## src/rtl/macro_alu_pkg.sv

```systemverilog
`timescale 1ns/1ps
package macro_alu_pkg;

  typedef enum logic [2:0] {
    LG_XOR  = 3'd0,
    LG_OR   = 3'd1,
    LG_AND  = 3'd2,
    LG_ANDN = 3'd3,
    LG_NAND = 3'd4
  } logicSel_e;

  // Strobes passed from decode control to the datapath.
  typedef struct packed {
    logic      arith;        // result comes from the adder
    logic      invertB;      // adder sees ~B (subtract forms)
    logic      cinFromCarry; // adder carry-in is the stored carry
    logic      cinConst;     // fixed carry-in when not from stored carry
    logicSel_e logicSel;     // bitwise function select
    logic      illegal;      // code is a hole in the encoding
    logic      carryWrite;   // update stored carry at this edge
  } aluStrobes_t;

endpackage

```

## src/rtl/macro_alu_ctrl.sv

```systemverilog
`timescale 1ns/1ps
module macro_alu_ctrl
  import macro_alu_pkg::*;
#(
  parameter int OP_W = 5
) (
  input  logic            en,
  input  logic [OP_W-1:0] opCode,
  output aluStrobes_t     strobes,
  output logic            illegalOp
);

  always_comb begin
    strobes = '{arith: 1'b0, invertB: 1'b0, cinFromCarry: 1'b0, cinConst: 1'b0,
                logicSel: LG_XOR, illegal: 1'b0, carryWrite: 1'b0};
    case (opCode)
      OP_W'(0): strobes.arith = 1'b1;
      OP_W'(1): begin
        strobes.arith        = 1'b1;
        strobes.cinFromCarry = 1'b1;
      end
      OP_W'(2): begin
        strobes.arith    = 1'b1;
        strobes.invertB  = 1'b1;
        strobes.cinConst = 1'b1;
      end
      OP_W'(3): begin
        strobes.arith        = 1'b1;
        strobes.invertB      = 1'b1;
        strobes.cinFromCarry = 1'b1;
      end
      OP_W'(8):  strobes.logicSel = LG_XOR;
      OP_W'(9):  strobes.logicSel = LG_OR;
      OP_W'(10): strobes.logicSel = LG_AND;
      OP_W'(11): strobes.logicSel = LG_ANDN;
      OP_W'(12): strobes.logicSel = LG_NAND;
      default:   strobes.illegal  = 1'b1;
    endcase
    strobes.carryWrite = en & strobes.arith;
  end

  assign illegalOp = en & strobes.illegal;

  // bitwise and illegal codes never request a carry write
  always_comb begin
    assert_no_write_nonarith_R7: assert (strobes.arith || !strobes.carryWrite);
  end

endmodule

```

## src/rtl/macro_alu_dp.sv

```systemverilog
`timescale 1ns/1ps
module macro_alu_dp
  import macro_alu_pkg::*;
#(
  parameter int DATA_W = 32
) (
  input  logic              clk,
  input  logic              rst,
  input  aluStrobes_t       strobes,
  input  logic [DATA_W-1:0] opA,
  input  logic [DATA_W-1:0] opB,
  output logic [DATA_W-1:0] result,
  output logic              carryQ
);

  localparam int SUM_W = DATA_W + 1;

  logic [DATA_W-1:0] bOperand;
  logic              carryIn;
  logic [SUM_W-1:0]  sumWide;
  logic [DATA_W-1:0] logicRes;

  // One shared adder: subtract is A + ~B + cin, where cin = 1 means no extra borrow.
  assign bOperand = strobes.invertB ? ~opB : opB;
  assign carryIn  = strobes.cinFromCarry ? carryQ : strobes.cinConst;
  assign sumWide  = {1'b0, opA} + {1'b0, bOperand} + {{DATA_W{1'b0}}, carryIn};

  always_comb begin
    case (strobes.logicSel)
      LG_XOR:  logicRes = opA ^ opB;
      LG_OR:   logicRes = opA | opB;
      LG_AND:  logicRes = opA & opB;
      LG_ANDN: logicRes = opA & ~opB;
      LG_NAND: logicRes = ~(opA & opB);
      default: logicRes = '0;
    endcase
  end

  always_comb begin
    if (strobes.illegal)    result = '0;
    else if (strobes.arith) result = sumWide[DATA_W-1:0];
    else                    result = logicRes;
  end

  always_ff @(posedge clk) begin
    if (rst)                     carryQ <= 1'b0;
    else if (strobes.carryWrite) carryQ <= sumWide[DATA_W];
  end

  // carry holds when no write strobe was given
  assert_hold_without_write_R9: assert property (@(posedge clk) disable iff (rst)
    !strobes.carryWrite |=> $stable(carryQ));

endmodule

```

## src/rtl/macro_alu.sv

```systemverilog
`timescale 1ns/1ps
module macro_alu
  import macro_alu_pkg::*;
#(
  parameter int DATA_W = 32,
  parameter int OP_W   = 5
) (
  input  logic              clk,
  input  logic              rst,
  input  logic              en,
  input  logic [OP_W-1:0]   opCode,
  input  logic [DATA_W-1:0] opA,
  input  logic [DATA_W-1:0] opB,
  output logic [DATA_W-1:0] result,
  output logic              carryOut,
  output logic              illegalOp
);

  aluStrobes_t strobes;

  macro_alu_ctrl #(.OP_W(OP_W)) uCtrl (
    .en        (en),
    .opCode    (opCode),
    .strobes   (strobes),
    .illegalOp (illegalOp)
  );

  macro_alu_dp #(.DATA_W(DATA_W)) uDp (
    .clk     (clk),
    .rst     (rst),
    .strobes (strobes),
    .opA     (opA),
    .opB     (opB),
    .result  (result),
    .carryQ  (carryOut)
  );

  // an illegal strobe always comes with a zero result
  always_comb begin
    if (illegalOp) assert_illegal_zero_R8: assert (result == '0);
  end

  assert_illegal_keeps_carry_R8: assert property (@(posedge clk) disable iff (rst)
    illegalOp |=> $stable(carryOut));

  assert_idle_keeps_carry_R9: assert property (@(posedge clk) disable iff (rst)
    !en |=> $stable(carryOut));

  assert_logic_keeps_carry_R7: assert property (@(posedge clk) disable iff (rst)
    (en && opCode >= OP_W'(8) && opCode <= OP_W'(12)) |=> $stable(carryOut));

  assert_sub_no_borrow_R4: assert property (@(posedge clk) disable iff (rst)
    (en && opCode == OP_W'(2)) |=> (carryOut == ($past(opA) >= $past(opB))));

  assert_add_overflow_R2: assert property (@(posedge clk) disable iff (rst)
    (en && opCode == OP_W'(0)) |=>
      (carryOut == (({1'b0, $past(opA)} + {1'b0, $past(opB)}) > {1'b0, {DATA_W{1'b1}}})));

  assert_reset_clears_R1: assert property (@(posedge clk)
    rst |=> !carryOut);

endmodule

```

## config.mk

```make
export PLATFORM = sky130hd
export DESIGN_NAME = macro_alu
export DESIGN_NICKNAME = d
export VERILOG_FILES = /design/src/rtl/macro_alu_pkg.sv /design/src/rtl/macro_alu_ctrl.sv /design/src/rtl/macro_alu_dp.sv /design/src/rtl/macro_alu.sv
export SDC_FILE = /design/constraint.sdc
export NUM_CORES = 1
export LEC_CHECK = 0
export CAP_MARGIN = 10
export CORE_UTILIZATION = 54
export DETAILED_ROUTE_END_ITERATION = 12
export PLACE_DENSITY = 0.93
export SLEW_MARGIN = 10
export SYNTH_ARGS = -nofsm -noshare
export SYNTH_HDL_FRONTEND = slang
export SYNTH_SLANG_ARGS = --single-unit
```

## constraint.sdc

```tcl
create_clock -name clk -period 7.83 [get_ports clk]
set_input_delay 1.566 -clock clk [delete_from_list [all_inputs] [get_ports clk]]
set_output_delay 1.566 -clock clk [all_outputs]
set_load 0.01 [all_outputs]
```

==> impl_metrics.tcl <==
set metrics [dict create \
    status "finished clean" \
    final_cells 917 \
    area_growth_pct 20.91 \
    slowest_delay_ps 590 \
    yosys-top-cells-count "ha_1 (127), a21oi_1 (79), inv_1 (76), nand2_1 (71), nor2_1 (55)" \
    tns_ps 0 \
    regMostFlops "uDp.carryQ" \
    core_sq_mm 0.009196 \
    worstPathRequired_ps 6260 \
    pre_cts_slack_ps 349.7 \
    clk_pin_slew_ps 0 \
    start_kind "input pin" \
    p_leak_nw 2.761 \
    worst_pin_slew_ps 802.7 \
    p_per_area_mw_per_mm2 65.08 \
    portBuffers 105 \
    final-hold-violation-count 0 \
    relSlewSlack_pct 46.49 \
    reg2reg_depth 12 \
    rows 35 \
    die_area_sq_mm 0.009813 \
    totalWireLength_um 14250 \
    drt_iter0_markers 296 \
    drtAntennaViolNets 0 \
    post-route-util_pct 66.88 \
    viasPerCell 6.077 \
    dp.cells 917 \
    grt_overflow 0 \
    synthTopCellsByArea "ha_1 (31%), a21oi_1 (7.8%), xnor2_1 (7.2%), a221oi_1 (6.2%), inv_1 (5.6%)" \
    dp_hpwl_um 11060 \
    synth_edf_count 0 \
    worst_path_max_delay_cell "clkdlybuf4s50_1" \
    hp-class "register to register" \
    syn-instance-count 734 \
    clk_latency_ps 0 \
    drive_above_1_share_pct 3.226 \
    maxSlewViolCount 0 \
    crit_path_frequent_cell "clkdlybuf4s50_1" \
    path_cells "clkdlybuf4s50_1 -> nor3_2 -> and2_2 -> buf_4 -> xnor2_1 -> inv_1 -> fa_1 -> nor2b_1 -> o2111a_1 -> o21ai_1 -> a21o_1 -> a2111oi_4 -> nor2_1 -> o311ai_1 -> clkdlybuf4s50_1" \
    setup-violations-final 0 \
    routedWlPerCell_um 15.53 \
    grt_start_max_net_pins 71 \
    routabilityCongestion 0.9854 \
    synth_area_per_cell_sq_um 6.931 \
    synth_cell_type_count 63 \
    antenna_found_initial 0 \
    largest_reg_flops 1 \
    synth_seq_cells 1 \
    drc_errors 0 \
    crit_fanout 18 \
    final_nets 1009 \
    cp.depth 15 \
    holdPathStages 3 \
    cap_violations 0 \
    skew_ps 0 \
    syn_nets 935 \
    vias 5573 \
    diodes 0 \
    endpoint_kind "output pin" \
    firstDrtPassIters 5 \
    synth_most_common_cell "ha_1" \
    grt_pass1_wl_um 23910 \
    cts_setup_buffers 0 \
    async_reset_ff_share_pct 0 \
    setup_ws_ps 388.7 \
    syn_area_sq_mm 0.005087 \
    die_y_um 99.06 \
    ir_drop_uv 29.27 \
    worstSetupPathType "input pin to output pin" \
    synthFlopType "dfxtp_1" \
    min_period_ps 7441 \
    initial_core_util_pct 55.32 \
    rsz0062_at_grt "false" \
    fmax_ghz 0.1344 \
    grt_pass1_vias 5352 \
    synth_warnings 0 \
    crit_family "buffers and inverters" \
    die_x_um 99.06 \
    worstPathArrival_ps 5880 \
    grtUsageTotal_pct 28.56 \
    ys_seq_area_share_pct 0.3935 \
    reg.largest.list "uDp.carryQ: 1 flops" \
    synth_top_area_share_pct 31.23 \
    ioPinCount 106 \
    total_power_uw 400.3 \
    finalCritPeriodShare_pct 95.04 \
    yosys.area.top_type "ha_1" \
    n_fill_cell 785 \
    worst-path-buf-inv 4 \
]
==> stage by stage <==
stage	instance area, sq um	hold slack, ps
after floorplan	5087	618.4
after global placement	6138	654.8
after detailed placement	6138	650.5
after CTS	6138	653.3
after global routing	6151	690.2
final	6151	648.4
==> cell usage in the layout, fill, tap and decap left out, drive strengths merged, types with 19 or more instances in the layout <==
master | Yosys | final
nand2 | 72 | 72
nand3 | 19 | 19
nor2 | 55 | 55
o21ai | 47 | 47
clkdlybuf4s50 | 0 | 104
ha | 127 | 127
xnor2 | 42 | 42
a21oi | 79 | 79
a221oi | 36 | 36
inv | 76 | 76
==> cell families (layout without fill, tap and decap cells) <==
| logic type | after synthesis | in the layout | synth area share (%) |
|---|---|---|---|
| buffers and inverters | 120 | 192 | 9.985 |
| DFF | 1 | 1 | 0.3935 |
| AOI/OAI and AO/OA | 239 | 239 | 31.28 |
| muxes | 3 | 3 | 0.6394 |
| adders and majority gates | 129 | 129 | 32.02 |
| xor gates and xnor gates | 50 | 50 | 8.608 |
| and+or+nand+nor | 192 | 192 | 17.07 |
==> per-layer routing <==
| layer | GRT usage, % | up-vias | share of wire, % |
|---|---|---|---|
| met4 | 7.579 | 0 | 2.3 |
| met3 | 1.702 | 31 | 6.0 |
| met5 | 0 | - | 0 |
| met1 | 36.00 | 2575 | 43 |
| met2 | 52.50 | 204 | 48 |
| li1 | - | 2763 | - |
==> final timing paths <==
kind         slack (ps)        from    endpoint
max                 390   opCode[2]  result[28]
min                 650  uDp.carryQ  uDp.carryQ
max reg2reg        4710  uDp.carryQ  uDp.carryQ
min reg2reg         650  uDp.carryQ  uDp.carryQ
==> worst min-delay path, cell delays in order (launching register included) <==
cell     delay, ps
dfxtp_1        330
a21oi_1        130
a211o_1        100
a31oi_1         40
==> repair_timing <==
action                                  4_1_cts  5_1_grt
endpoints found under the setup margin        0        1
resized for setup                             0        1
hold buffers                                  0        0
==> report_power, final <==
group          switching, mW  internal (mW)
Combinational          0.216          0.178
Clock                      0              0
Sequential          0.000246        0.00539
Total                  0.217          0.184
==> area by class of cell <==
class                   instances  area (sq um)  share of cell area [%]
multi-input cells             613          4578                   74.43
repair buffers                116          1129                   18.35
inverters                      76         285.3                   4.638
well taps                     111         138.9                   2.258
flip-flops and latches          1         20.02                  0.3255
Note: power is estimated with default switching activity, not from simulation.
